## config.mk

```make
export PLATFORM = sky130hd
export DESIGN_NAME = fmem_pulse_gen
export DESIGN_NICKNAME = d
export VERILOG_FILES = /design/src/rtl/fpg_pkg.sv /design/src/rtl/fpg_window.sv /design/src/rtl/fpg_timebase.sv /design/src/rtl/fpg_regbank.sv /design/src/rtl/fpg_rstw.sv /design/src/rtl/fmem_pulse_gen.sv
export SDC_FILE = /design/constraint.sdc
export NUM_CORES = 1
export LEC_CHECK = 0
export ABC_AREA = 1
export BUFFER_PORTS_ARGS = -buffer_cell sky130_fd_sc_hd__buf_2
export CAP_MARGIN = 20
export CORE_MARGIN = 4
export CORE_UTILIZATION = 40
export CTS_BUF_LIST = sky130_fd_sc_hd__clkbuf_8 sky130_fd_sc_hd__clkbuf_16
export CTS_CLUSTER_DIAMETER = 200
export CTS_CLUSTER_SIZE = 14
export DETAILED_ROUTE_END_ITERATION = 12
export GPL_TIMING_DRIVEN = 1
export PLACE_DENSITY = 0.61
export REMOVE_ABC_BUFFERS = 1
export SLEW_MARGIN = 10
export SYNTH_ARGS = -nofsm -noshare
export SYNTH_HDL_FRONTEND = slang
export SYNTH_HIERARCHICAL = 1
export SYNTH_SLANG_ARGS = --single-unit
export TNS_END_PERCENT = 20
```

## constraint.sdc

```tcl
create_clock -name clk -period 13.6 [get_ports clk]
set_clock_uncertainty 0.15 [all_clocks]
set_input_delay 1.36 -clock clk [delete_from_list [all_inputs] [get_ports clk]]
set_output_delay 1.36 -clock clk [all_outputs]
set_load 0.01 [all_outputs]
```

## src/rtl/fpg_pkg.sv

```systemverilog
package fpg_pkg;
  localparam int NUM_WIN  = 7;
  localparam int NUM_REGS = 2 * NUM_WIN;

  // window slots; registers 2k (start) and 2k+1 (stop) belong to slot k
  localparam int WIN_WR_H  = 0;
  localparam int WIN_WR_V  = 1;
  localparam int WIN_RD_H  = 2;
  localparam int WIN_RD_V  = 3;
  localparam int WIN_HDRV  = 4;
  localparam int WIN_VDRV  = 5;
  localparam int WIN_HBLNK = 6;

  function automatic bit win_is_vertical(input int k);
    return (k == WIN_WR_V) || (k == WIN_RD_V) || (k == WIN_VDRV);
  endfunction
endpackage

```

## src/rtl/fpg_window.sv

```systemverilog
module fpg_window #(
  parameter int W = 12
) (
  input  logic [W-1:0] cnt,
  input  logic [W-1:0] start,
  input  logic [W-1:0] stop,
  output logic         hit
);
  // half-open interval [start, stop); empty when start >= stop
  always_comb begin
    hit = (cnt >= start) && (cnt < stop);
  end
endmodule

```

## src/rtl/fpg_timebase.sv

```systemverilog
module fpg_timebase #(
  parameter int CNT_W  = 12,
  parameter int LINE_W = 10
) (
  input  logic              clk,
  input  logic              rst_l,
  input  logic              href,
  input  logic              vref,
  output logic              h_edge,
  output logic              v_edge,
  output logic [CNT_W-1:0]  pix_cnt,
  output logic [LINE_W-1:0] line_cnt
);
  localparam logic [CNT_W-1:0]  PMAX = '1;
  localparam logic [LINE_W-1:0] LMAX = '1;

  logic              href_q, vref_q;
  logic [CNT_W-1:0]  pix_d;
  logic [LINE_W-1:0] line_d;

  always_comb begin
    h_edge = href & ~href_q;
    v_edge = vref & ~vref_q;
    if (h_edge)               pix_d = '0;
    else if (pix_cnt != PMAX) pix_d = pix_cnt + 1'b1;
    else                      pix_d = pix_cnt;
    if (v_edge)                         line_d = '0;
    else if (h_edge && line_cnt != LMAX) line_d = line_cnt + 1'b1;
    else                                line_d = line_cnt;
  end

  always_ff @(posedge clk or negedge rst_l) begin
    if (!rst_l) begin
      href_q   <= 1'b0;
      vref_q   <= 1'b0;
      pix_cnt  <= '0;
      line_cnt <= '0;
    end else begin
      href_q   <= href;
      vref_q   <= vref;
      pix_cnt  <= pix_d;
      line_cnt <= line_d;
    end
  end

  assert_pix_restart_R1: assert property (@(posedge clk) disable iff (!rst_l)
    h_edge |=> (pix_cnt == '0));

  assert_line_step_R1: assert property (@(posedge clk) disable iff (!rst_l)
    (h_edge && !v_edge && line_cnt != LMAX) |=> (line_cnt == LINE_W'($past(line_cnt) + 1'b1)));

  assert_joint_edge_R9: assert property (@(posedge clk) disable iff (!rst_l)
    (h_edge && v_edge) |=> (line_cnt == '0 && pix_cnt == '0));
endmodule

```

## src/rtl/fpg_regbank.sv

```systemverilog
module fpg_regbank
  import fpg_pkg::*;
#(
  parameter int CNT_W  = 12,
  parameter int ADDR_W = 4
) (
  input  logic                              clk,
  input  logic                              rst_l,
  input  logic                              we,
  input  logic [ADDR_W-1:0]                 addr,
  input  logic [CNT_W-1:0]                  wdata,
  input  logic                              load,
  output logic [NUM_REGS-1:0][CNT_W-1:0]    act_q
);
  logic [NUM_REGS-1:0][CNT_W-1:0] stg_q, stg_d, act_d;

  always_comb begin
    stg_d = stg_q;
    if (we && (int'(addr) < NUM_REGS)) stg_d[addr] = wdata;
    act_d = load ? stg_q : act_q;
  end

  always_ff @(posedge clk or negedge rst_l) begin
    if (!rst_l) begin
      stg_q <= '0;
      act_q <= '0;
    end else begin
      stg_q <= stg_d;
      act_q <= act_d;
    end
  end

  assert_active_held_R7: assert property (@(posedge clk) disable iff (!rst_l)
    !load |=> $stable(act_q));
endmodule

```

## src/rtl/fpg_rstw.sv

```systemverilog
module fpg_rstw #(
  parameter int RSTW_CYC = 1728
) (
  input  logic clk,
  input  logic rst_l,
  input  logic trig,
  output logic pulse
);
  localparam int RW = $clog2(RSTW_CYC + 1);
  localparam logic [RW-1:0] LOADV = RW'(RSTW_CYC - 1);

  logic [RW-1:0] cnt_q, cnt_d;
  logic          pulse_d;

  always_comb begin
    cnt_d   = cnt_q;
    pulse_d = pulse;
    if (trig) begin
      cnt_d   = LOADV;
      pulse_d = 1'b1;
    end else if (cnt_q != '0) begin
      cnt_d   = cnt_q - 1'b1;
    end else begin
      pulse_d = 1'b0;
    end
  end

  always_ff @(posedge clk or negedge rst_l) begin
    if (!rst_l) begin
      cnt_q <= '0;
      pulse <= 1'b0;
    end else begin
      cnt_q <= cnt_d;
      pulse <= pulse_d;
    end
  end

  assert_rstw_start_R5: assert property (@(posedge clk) disable iff (!rst_l)
    trig |=> pulse);

  assert_rstw_end_R5: assert property (@(posedge clk) disable iff (!rst_l)
    (cnt_q == '0 && !trig) |=> !pulse);
endmodule

```

## src/rtl/fmem_pulse_gen.sv

```systemverilog
module fmem_pulse_gen
  import fpg_pkg::*;
#(
  parameter int CNT_W    = 12,
  parameter int LINE_W   = 10,
  parameter int RSTW_CYC = 1728,
  parameter int ADDR_W   = 4
) (
  input  logic              clk,
  input  logic              rst_n,
  input  logic              href,
  input  logic              vref,
  input  logic              reg_we,
  input  logic [ADDR_W-1:0] reg_addr,
  input  logic [CNT_W-1:0]  reg_wdata,
  output logic              wr_en,
  output logic              rd_en,
  output logic              rst_wr,
  output logic              hdrv,
  output logic              vdrv,
  output logic              hblank
);
  logic [1:0]                     rst_sync;
  logic                           rst_l;
  logic                           h_edge, v_edge;
  logic [CNT_W-1:0]               pix_cnt, line_ext;
  logic [LINE_W-1:0]              line_cnt;
  logic [NUM_REGS-1:0][CNT_W-1:0] act;
  logic [NUM_WIN-1:0]             hit;
  logic                           wr_d, rd_d, hd_d, vd_d, hb_d;

  always_ff @(posedge clk or negedge rst_n) begin
    if (!rst_n) rst_sync <= 2'b00;
    else        rst_sync <= {rst_sync[0], 1'b1};
  end
  assign rst_l = rst_sync[1];

  fpg_timebase #(.CNT_W(CNT_W), .LINE_W(LINE_W)) u_tb (
    .clk(clk), .rst_l(rst_l), .href(href), .vref(vref),
    .h_edge(h_edge), .v_edge(v_edge), .pix_cnt(pix_cnt), .line_cnt(line_cnt));

  fpg_regbank #(.CNT_W(CNT_W), .ADDR_W(ADDR_W)) u_regs (
    .clk(clk), .rst_l(rst_l), .we(reg_we), .addr(reg_addr), .wdata(reg_wdata),
    .load(v_edge), .act_q(act));

  fpg_rstw #(.RSTW_CYC(RSTW_CYC)) u_rstw (
    .clk(clk), .rst_l(rst_l), .trig(v_edge), .pulse(rst_wr));

  assign line_ext = CNT_W'(line_cnt);

  for (genvar k = 0; k < NUM_WIN; k++) begin : g_win
    localparam bit VSEL = win_is_vertical(k);
    logic [CNT_W-1:0] sel;
    if (VSEL) begin : g_v
      assign sel = line_ext;
    end else begin : g_h
      assign sel = pix_cnt;
    end
    fpg_window #(.W(CNT_W)) u_w (
      .cnt(sel), .start(act[2*k]), .stop(act[2*k+1]), .hit(hit[k]));
  end

  always_comb begin
    wr_d = hit[WIN_WR_H] & hit[WIN_WR_V];
    rd_d = hit[WIN_RD_H] & hit[WIN_RD_V];
    hd_d = hit[WIN_HDRV];
    vd_d = hit[WIN_VDRV];
    hb_d = hit[WIN_HBLNK];
  end

  always_ff @(posedge clk or negedge rst_l) begin
    if (!rst_l) begin
      wr_en  <= 1'b0;
      rd_en  <= 1'b0;
      hdrv   <= 1'b0;
      vdrv   <= 1'b0;
      hblank <= 1'b0;
    end else begin
      wr_en  <= wr_d;
      rd_en  <= rd_d;
      hdrv   <= hd_d;
      vdrv   <= vd_d;
      hblank <= hb_d;
    end
  end

  assert_wr_in_field_R3: assert property (@(posedge clk) disable iff (!rst_l)
    wr_en |-> $past(hit[WIN_WR_V]));

  assert_rd_in_line_R4: assert property (@(posedge clk) disable iff (!rst_l)
    rd_en |-> $past(hit[WIN_RD_H]));
endmodule

```

# After elaboration in Yosys (flattened, before gate mapping)
# Index checks and enable logic that the tools add are counted.
# Widths: inputs -> output; s select.
# classes
addsub,3
reduce_logical,14
bitwise,6
magnitude_cmp,17
eq_ne,3
n_mux,11
# op_table
operator,count
$bwmux 168,1
$demux 12 s4,1
$ge 12x12->1,4
$lt 12x12->1,4
$ge 10x12->1,3
$lt 10x12->1,3
$mux 12,3
$mux 11,2
$mux 10,2
$add 12x1->12 const B,1
$ne 12x12->1 const B,1
$reduce_bool 11->1,1
$sub 11x1->11 const B,1
$add 10x1->10 const B,1
$logic_and 1x1->1,10
$ne 10x10->1 const B,1
$reduce_bool 2->1,3
$lt 4x5->1 const B,1
$and 1x1->1,4
$ge 4x1->1 const B,1
$lt 4x4->1 const B,1
$mux 1,2
$ne 2x2->1 const B,1
$not 1->1,2
# totals
word_cells,94
ff_bits,379
output_inout_bits,6

# Logic depth before layout (Yosys ltp)
# Gate-level depths: netlist of the first run.
# logic_depth
depth_word,5
ltp_mapped,12
depth_no_buf,12

# By module
# The synthesis of the first run kept the hierarchy.
# modules_own_cells
module,area_each_um2,n_inst,cells_per_inst
fpg_regbank,12914.9,1,1118
fpg_window,661.9,7,111
fpg_timebase,1377.6,1,186
fpg_rstw,719.4,1,88
fmem_pulse_gen,197.7,1,13

# Worst setup path before layout of the first run
# No wires, ideal clock.
# synth_path
path_type,input port to flip-flop
from,input vref
to,register u_regs/act_q[0] (netlist name)
slack_ns,10.760
required_ns,13.325
path_stages,6
arrival_ns,2.565
setup_ns,0.125
path_cell_list,inv_1 > nor2_2 > buf_2 > buf_2 > buf_2 > mux2_2
# synth_via
elab_chain_cells,1
# synth_rtl
element,line_no,text
start: declaration,fmem_pulse_gen.sv:12,"input logic vref,"
$and 1x1->1,fpg_timebase.sv:23,v_edge = vref & ~vref_q;
via v_edge,fmem_pulse_gen.sv:25,"logic h_edge, v_edge;"
end signal: assignment,fpg_regbank.sv:29,act_q <= act_d;
end: declaration,fpg_regbank.sv:13,output logic [NUM_REGS-1:0][CNT_W-1:0] act_q
# The timed path passes the listed nets, and every way through them passes these cells.
# A chain may end at the register's enable or synchronous reset.

# Final worst setup path of the first run
# layout_path
from,input vref
to,register u_regs/act_q[114] (netlist name)
# The elaborated chain is that of the path after synthesis.

==> reports/qor.txt, run 1 <==
Worst path max stage delay -> 0.87 ns
PortBufs -> 26
Final wirelength -> 45000 microns
# IOs -> 27
Most common cell after layout, fill and taps aside -> nand2_1
P&R area growth vs syn -> 7.88%
Critical Path Source -> vref
Min-delay src -> rst_sync[0]
Critical path startpoint category -> input pin
Synth warn -> 6
CTS Buf Count -> 31
Via count -> 13.9k
Count of different cell masters after synthesis -> 39
Area post-placement -> 20600 sq um
Worst flop-to-flop path startpoint -> u_tb/vref_q
VDD IR max -> 0.126 mV
Number of synthesized register bits -> 379
Die Y -> 231 microns
Arr. time, crit path -> 4.28 ns
Met1 Usage GRT -> 0.234
Post-cts resize count -> 0
WS Path Type -> in2reg
Post-Syn Area -> 19800 sq um
Slew margin rel. -> 0.271
Initial Util -> 0.405
Largest delay share family, worst path -> buffers and inverters
Vias in the first global route -> 13.8k
Cell Pwr Density -> 149 nW/um^2
Pre-Repair DR Iteration Count -> 6
Post-route ant nets -> 0
Die area -> 53200 sq um
Post-synth EDFFs -> 0
# Post-CTS Setup Buffers -> 0
CP max FO -> 71
Grt total ovfl -> 0
Fraction of layout cells with a size suffix above 1 -> 0.159
Final std cells w/o fill -> 2856
Initial drt markers -> 974
Post-DP HPWL -> 28500 microns
Total Routing Usage GR -> 0.171
CP Capture Type -> flop
Bufs and invs on worst path -> 5
Crit path time final -> 3.98 ns
Clock Latency Late Sink -> 0.60 ns
Fmax -> 251 MHz
Hold crit path type -> reg2reg
Most frequent CP cell -> buf_4
Syn Area/Cell -> 9.09 sq um
Average wire per standard cell -> 15.8 microns
Finished Cell Area -> 21400 sq um
Met3 usage -> 0.0221
Crit path cell chain -> buf_2 > inv_1 > nor2_4 > buf_4 > buf_4 > buf_4 > mux2_2
Sink Count -> 379
Fin. max-slew vios -> 0
Final-stage net count -> 2376
Largest net degree at the start of global routing -> 187
Post-synth ARST share -> 1.00
GP Congestion -> 0.791
Initial antenna violation count -> 2
Ant diodes -> 0
Final setup viols -> 0
Hold-fix buffers, CTS -> 0
Worst path slowest cell -> buf_4
MaxCap Viol Count -> 0
Dpl cells -> 2822
Via density -> 4.87
Post-route setup TNS -> 0 ns
CTS tree -> yes
Lkg Pwr -> 11.4 nW
Syn Inst Count -> 2182
Commonest cells after routing, fill and taps aside -> nand2_1 (640), dfrtp_1 (378), inv_1 (290), mux2_2 (168), ha_1 (164)
Hold Vio Cnt, Final -> 0
Row count -> 81
Core area -> 49000 sq um
Worst-Margin Slew -> 1.09 ns
Share of the synthesized area in the top cell type -> 0.478
Final period util -> 0.292
Synth area leaders -> dfrtp_1 (48%), nand2_1 (12%), ha_1 (10%)
Die width -> 231 microns
Grt peak-use layer -> met2
# H-tree levels -> 1
RSZ-0062 raised after global routing -> no
Clock-pin slew on the worst setup and hold paths -> 0.07 ns
Worst EP required -> 13.90 ns
Post-synthesis sequential area ratio -> 0.478
Clock Tree Buf Depth -> 3
Root buf cell -> clkbuf_16
First-pass GRT wire length -> 73600 microns
# DRC -> 0
Worst Hold Slack -> 0.202 ns
Status -> finished clean
Synth area leader -> dfrtp_1
GRT met2 Usage -> 0.293
Primary FF master, synth -> dfrtp_1
==> per-stage QoR <==
| step | utilization | power [mW] | worst slack [ns] |
|---|---|---|---|
| detailed placement | 0.421 | 2.42 | 8.95 |
| floorplan | - | 2.20 | 2.10 |
| finish | 0.437 | 3.19 | 9.62 |
| CTS | 0.437 | 3.24 | 9.55 |
| global route | 0.437 | 3.44 | 9.41 |
| global placement | 0.421 | 2.38 | 8.97 |
==> registers in the layout (all words and copies together), names as in the netlist, 2 cells and up <==
name / count
rst_sync: 2
u_regs/act_q: 168
u_regs/stg_q: 168
u_rstw/cnt_q: 11
u_tb/line_cnt: 10
u_tb/pix_cnt: 12
==> power by group <==
group          internal, mW  switching, mW  total [mW]
Combinational         0.368          0.464       0.832
Clock                 0.402          0.394       0.796
Sequential             1.39          0.171        1.56
==> routing by layer <==
| layer | vias up | part of all wire |
|---|---|---|
| met5 | - | 0.00060 |
| met4 | 4 | 0.019 |
| met3 | 53 | 0.036 |
| met2 | 203 | 0.48 |
| met1 | 6739 | 0.47 |
| li1 | 6896 | - |
==> path summary, 6_finish.rpt <==
check	end	slack, ns	depth (start not counted)
max	u_regs/act_q[114]	9.62	7
min	rst_sync[1]	0.20	0
max reg2reg	u_regs/act_q[114]	10.12	5
min reg2reg	rst_sync[1]	0.20	0
max in group asynchronous	u_regs/act_q[103]	10.77	2
min in group asynchronous	u_regs/stg_q[38]	0.22	0
==> cell families after synthesis <==
kind of cell,count (synthesis),synth area share
compound gates,132,0.0360
xor+xnor,5,0.00221
fa+ha+maj,164,0.103
buf+inv,380,0.0768
flops,379,0.478
mux,168,0.0953
other cells,2,0.000378
simple gates,952,0.208
==> Yosys cell counts, types with 10 or more instances <==
cell type  instances
buf_1             12
mux2_2           168
inv_1            289
a21oi_1           55
nand3_1          158
ha_1             164
nor2_1            66
nand2_2           27
nor2_4            10
nor2_2            34
nand2_1          640
o21ai_0           52
inv_2             13
dfrtp_1          379
buf_2             47
==> cell type report <==
| class | instances | area (sq um) |
|---|---|---|
| clock buffers | 31 | 776 |
| clock inverters | 3 | 28.8 |
| fillers | 4735 | 27500 |
| inverters | 304 | 1150 |
| multi-input cells | 1434 | 8880 |
| flip-flops and latches | 379 | 9490 |
| well taps | 664 | 831 |
| repair buffers | 41 | 255 |
No activity file was read; power rests on OpenSTA's default activity.
==> run 2, diff against run 1 <==
- clock period: 13.6 -> 4.1 ns (I/O delays scaled with it)
==> run 2 against run 1 <==
  * Cell count up 0.32%
  * Sequential cell count unchanged
  * Global-route usage up 0.47 points
  * Sequential power rose to 3.3 times the previous value
  * Die area unchanged
  * Clock power rose to 3.3 times the previous value
  * Hold slack worse by 0.037 ns
  * Utilization up 0.23 points
  * Critical path depth up 2
  * Cell area up 0.52%
  * Largest power group unchanged
  * Highest routed layer is now met4
==> reports/qor.txt, run 2 (synthesized netlist as in run 1, its figures left out) <==
Post-DP HPWL -> 29700 microns (+4.1%)
Reg power frac -> 0.488 (-0.002)
Grt total ovfl -> 0 (unchanged)
Worst EP required -> 4.46 ns (-9.44 ns)
Post-route ant nets -> 0 (unchanged)
Commonest cells after routing, fill and taps aside -> nand2_1 (640), dfrtp_1 (378), inv_1 (291), mux2_2 (168), ha_1 (164)
Largest net degree at the start of global routing -> 123 (-34%)
Hold crit path type -> in2reg
Cell Pwr Density -> 495 nW/um^2 (+230%)
Sink Count -> 379 (unchanged)
Reg-to-reg slack, setup -> 1.83 ns (-8.29 ns)
Total Routing Usage GR -> 0.176 (+0.00473)
Average wire per standard cell -> 16.2 microns (+2.8%)
PortBufs -> 26 (unchanged)
Post-cts resize count -> 0 (unchanged)
Sw power -> 3.46 mW (+240%)
Slew margin rel. -> 0.355 (+0.0838)
Min-delay src -> reg_wdata[1]
Critical Path Sink -> u_rstw/cnt_q[6]
Switching part of the total power -> 0.325 (+0.00267)
Root buf cell -> clkbuf_16
Status -> finished clean
Area post-placement -> 20700 sq um (+0.33%)
Dpl cells -> 2826 (+0.14%)
Hold-critical path depth -> 3 (+3)
Crit Reg-Reg Endpoint -> u_rstw/cnt_q[6]
Worst flop-to-flop path startpoint -> u_tb/vref_q
P&R area growth vs syn -> 8.44%
DP Worst Slack -> 1.38 ns (-7.57 ns)
Finished Cell Area -> 21500 sq um (+0.52%)
MaxCap Viol Count -> 0 (unchanged)
Clk pwr share -> 0.250 (about the same)
RSZ-0062 raised after global routing -> no
Die width -> 231 microns (unchanged)
Row count -> 81 (unchanged)
Final std cells w/o fill -> 2865 (+0.32%)
Initial drt markers -> 783 (-20%)
CP Capture Type -> flop
M1 WL -> 20700 microns (-1.9%)
Hold Vio Cnt, Final -> 0 (unchanged)
CTS tree -> yes
Final setup viols -> 0 (unchanged)
Final-stage net count -> 2384 (+0.34%)
Die area -> 53200 sq um (unchanged)
Clock Tree Buf Depth -> 3 (unchanged)
# DRC -> 0 (unchanged)
GP Congestion -> 0.801 (+1.3%)
Critical path startpoint category -> input pin
Via density -> 4.96 (+1.9%)
Crit path setup slack, layout -> 1.76 ns (-7.86 ns)
CTS Buf Count -> 31 (unchanged)
Lkg Pwr -> 11.5 nW (+0.48%)
Initial Util -> 0.405 (unchanged)
Via count -> 14.2k (+2.3%)
Cell-internal power -> 7.18 mW (+230%)
# Post-CTS Setup Buffers -> 0 (unchanged)
# IOs -> 27 (unchanged)
Pre-Repair DR Iteration Count -> 5 (-1)
Most common cell after layout, fill and taps aside -> nand2_1
Initial antenna violation count -> 0 (-2)
Fin. max-slew vios -> 0 (unchanged)
Comb power frac -> 0.262 (about the same)
Post-route setup TNS -> 0 ns (unchanged)
Final wirelength -> 46400 microns (+3.2%)
Critical Path Source -> vref
Top flop regs -> u_regs/act_q x168, u_regs/stg_q x168, u_tb/pix_cnt x12
CP max FO -> 43 (-39%)
Routed wl met3 -> 2080 microns (+27%)
Final period util -> 0.571
Clock-pin slew on the worst setup and hold paths -> 0.07 ns (about the same)
Worst-Margin Slew -> 0.964 ns (-0.129 ns)
VDD IR max -> 0.340 mV (+170%)
R2R cell count -> 6 (+1)
Crit path time final -> 2.34 ns
Clock Latency Late Sink -> 0.59 ns (about the same)
Arr. time, crit path -> 2.70 ns (-1.58 ns)
Fraction of layout cells with a size suffix above 1 -> 0.160 (+0.00117)
Die Y -> 231 microns (unchanged)
Fmax -> 427 MHz
First-pass GRT wire length -> 75400 microns (+2.5%)
WS Path Type -> in2reg
Core area -> 49000 sq um (unchanged)
Vias in the first global route -> 14.1k (+2.1%)
# H-tree levels -> 1 (unchanged)
Ant diodes -> 0 (unchanged)
Max Used Layer -> met4
WL met2 -> 22200 microns (+3.9%)
-- run 2: cell count changes in the layout (fill, tap and decap cells not counted) --
cell and delta:
buf_12 +3, inv_1 +1, buf_4 +1, dlygate4sd3_1 +4
-- run 2: per-stage QoR --
stage                      util  total power [mW]  hold WS [ns]
after floorplan               -              7.30       -0.0356
after global placement    0.422              7.89        0.0451
after detailed placement  0.422              8.07        0.0483
after CTS                 0.440              10.8         0.147
after global routing      0.440              11.5         0.168
final                     0.440              10.6         0.165
-- run 2: how the worst min path moves through the flow --
stage               slack, ns              end
finish                   0.16  u_regs/stg_q[1]
global route             0.17  u_regs/stg_q[1]
CTS                      0.15  u_regs/stg_q[0]
detailed placement       0.05      rst_sync[1]
global placement         0.05      rst_sync[0]
floorplan               -0.04      rst_sync[0]
-- run 2: what timing repair did --
item / CTS / global route
hold endpoints to repair: 4 / 0
hold buffers: 4 / 0
endpoints found under the setup margin: 0 / 0
-- run 2: worst max-delay path, stage by stage --
cell and delay (ns):
dlygate4sd3_1 0.52, buf_2 0.10, inv_1 0.05, nor2_4 0.35, buf_4 0.60, inv_2 0.25, nand3_4 0.20, clkinv_1 0.08
nor2_1 0.10
-- run 2: metal layers --
metal / track usage / up-vias
li1: - / 6914
met4: 0.0569 / 0
met1: 0.234 / 6940
met5: 0 / -
met2: 0.302 / 269
met3: 0.0210 / 86
-- run 2: area by class of cell --
type / instances / area (sq um)
Clock buffer: 31 / 776
Tap cell: 664 / 831
Clock inverter: 4 / 32.5
Sequential cell: 379 / 9490
Fill cell: 4666 / 27400
Multi-Input combinational cell: 1434 / 8880
Timing Repair Buffer: 49 / 363
Inverter: 304 / 1150
-- run 2: power groups by stage --
| stage | clock network [mW] | logic [mW] | registers, mW |
|---|---|---|---|
| after floorplan | 0 | 2.20 | 5.10 |
| after global routing | 2.88 | 3.27 | 5.31 |
| after detailed placement | 0 | 2.80 | 5.27 |
| after global placement | 0 | 2.65 | 5.24 |
| after CTS | 2.76 | 2.82 | 5.20 |
| final | 2.66 | 2.79 | 5.20 |
==> run 3, diff against run 2 <==
- clock period: 4.1 -> 2.3 ns (I/O delays scaled with it)
==> run 3 against run 2 <==
  * Wire length is 2.6% higher
  * Critical path depth is 1 higher
  * Non-clock buffer count is 34 higher
  * Global-route usage is 0.64 points higher
  * Combinational power is 89% higher
==> reports/qor.txt, run 3 (synthesized netlist as in run 1, its figures left out) <==
Status -> finished clean
Area post-placement -> 21000 sq um (+1.5%)
Fraction of layout cells with a size suffix above 1 -> 0.170 (+0.0105)
Root buf cell -> clkbuf_16
PortBufs -> 26 (unchanged)
Initial drt markers -> 944 (+21%)
Worst-Margin Slew -> 0.702 ns (-0.261 ns)
RSZ-0062 raised after global routing -> no
Worst EP required -> 2.67 ns (-1.79 ns)
Crit path setup slack, layout -> 0.244 ns (-1.51 ns)
Final core utilization -> 0.447 (+0.00726)
Hold Vio Cnt, Final -> 0 (unchanged)
Post-route setup TNS -> 0 ns (unchanged)
Fmax -> 486 MHz
Die width -> 231 microns (unchanged)
First-pass GRT wire length -> 78100 microns (+3.5%)
Top flop regs -> u_regs/act_q x168, u_regs/stg_q x168, u_tb/pix_cnt x12
CP max FO -> 10 (-77%)
Clock Tree Buf Depth -> 3 (unchanged)
Fin. max-slew vios -> 0 (unchanged)
Ant diodes -> 0 (unchanged)
Clock-pin slew on the worst setup and hold paths -> 0.07 ns (about the same)
Row count -> 81 (unchanged)
Final setup viols -> 0 (unchanged)
Total power -> 19.2 mW (+80%)
Dpl cells -> 2855 (+1.0%)
Slew margin rel. -> 0.532 (+0.176)
Via count -> 14.2k (+0.18%)
Hold crit path type -> in2reg
# fillers -> 4751 (+1.8%)
Post-route ant nets -> 0 (unchanged)
Grt total ovfl -> 0 (unchanged)
VDD IR max -> 0.675 mV (+99%)
Largest net degree at the start of global routing -> 92 (-25%)
# DRC -> 0 (unchanged)
Die Y -> 231 microns (unchanged)
Comb power frac -> 0.275 (+0.013)
Arr. time, crit path -> 2.42 ns (-0.28 ns)
Via density -> 4.91 (-1.0%)
Sw power -> 6.26 mW (+81%)
Crit path time final -> 2.06 ns
Final wirelength -> 47700 microns (+2.6%)
MaxCap Viol Count -> 0 (unchanged)
CP Capture Type -> flop
Finished Cell Area -> 21900 sq um (+1.7%)
GP Congestion -> 0.797 (-0.52%)
Commonest cells after routing, fill and taps aside -> nand2_1 (640), dfrtp_1 (378), inv_1 (291), mux2_2 (168), ha_1 (164)
Core area -> 49000 sq um (unchanged)
Final-stage net count -> 2418 (+1.4%)
Most common cell after layout, fill and taps aside -> nand2_1
Lkg Pwr -> 11.7 nW (+1.7%)
Clk pwr share -> 0.248 (-0.002)
Post-DP HPWL -> 31200 microns (+5.1%)
Final period util -> 0.894
# H-tree levels -> 1 (unchanged)
Die area -> 53200 sq um (unchanged)
Final std cells w/o fill -> 2899 (+1.2%)
Clock Latency Late Sink -> 0.60 ns (about the same)
# Post-CTS Setup Buffers -> 0 (unchanged)
Cell Pwr Density -> 876 nW/um^2 (+77%)
Vias in the first global route -> 14.6k (+3.3%)
WS Path Type -> reg2reg
P&R area growth vs syn -> 10.2%
Initial Util -> 0.405 (unchanged)
Switching part of the total power -> 0.327 (+0.00135)
Reg-to-reg slack, setup -> 0.24 ns (-1.59 ns)
Cell-internal power -> 12.9 mW (+80%)
Reg power frac -> 0.477 (-0.011)
CTS tree -> yes
DP Worst Slack -> 0.235 ns (-1.14 ns)
Worst Hold Slack -> 0.0298 ns (-0.135 ns)
Sink Count -> 379 (unchanged)
Critical path startpoint category -> flop
# IOs -> 27 (unchanged)
CTS Buf Count -> 31 (unchanged)
Initial antenna violation count -> 2 (+2)
Total Routing Usage GR -> 0.183 (+0.00645)
Average wire per standard cell -> 16.4 microns (+1.4%)
Pre-Repair DR Iteration Count -> 5 (unchanged)
[run 3: worst paths after layout]
path	cells past startpoint	startpoint	to
max	10	u_tb/pix_cnt[6]	wr_en
min	3	reg_wdata[6]	u_regs/stg_q[6]
max reg2reg	10	u_tb/pix_cnt[6]	wr_en
min reg2reg	0	rst_sync[0]	rst_sync[1]
max in group asynchronous	2	rst_sync[1]	u_regs/act_q[69]
min in group asynchronous	1	rst_sync[1]	u_regs/act_q[45]
[run 3: power by group through the flow]
| stage | Combinational [mW] | Sequential [mW] | Clock, mW |
|---|---|---|---|
| after floorplan | 3.93 | 9.09 | 0 |
| after global placement | 5.05 | 9.21 | 0 |
| after detailed placement | 5.28 | 9.27 | 0 |
| after CTS | 5.32 | 9.16 | 4.91 |
| after global routing | 6.17 | 9.34 | 5.15 |
| final | 5.26 | 9.14 | 4.75 |
[run 3: worst max-delay path: stages, from the launching register on]
cell and delay, ns:
dfrtp_1 0.78, ha_1 0.35, nand2_1 0.06, inv_1 0.05
nand2_1 0.06, nand2_1 0.05, a21oi_1 0.15, nand2_1 0.09
nor2_2 0.15, nand2_1 0.07, inv_1 0.05
[run 3: layout make-up]
type	count	area, sq um	area share
repair buffers	83	718	0.0328
inverters	304	1150	0.0525
flip-flops and latches	379	9490	0.434
well taps	664	831	0.0380
clock inverters	4	32.5	0.00149
clock buffers	31	776	0.0355
multi-input cells	1434	8880	0.406
[run 3: routing by layer]
| layer | track usage | vias up | routed length [microns] |
|---|---|---|---|
| li1 | - | 6987 | - |
| met1 | 0.243 | 6882 | 21400 |
| met2 | 0.310 | 270 | 22700 |
| met3 | 0.0274 | 91 | 2030 |
| met4 | 0.0543 | 4 | 1510 |
| met5 | 0 | - | 29 |
[run 3: what timing repair did]
action,in CTS,in global routing
endpoints found under the hold margin,22,0
gates resized for setup,0,0
hold buffers,9,0
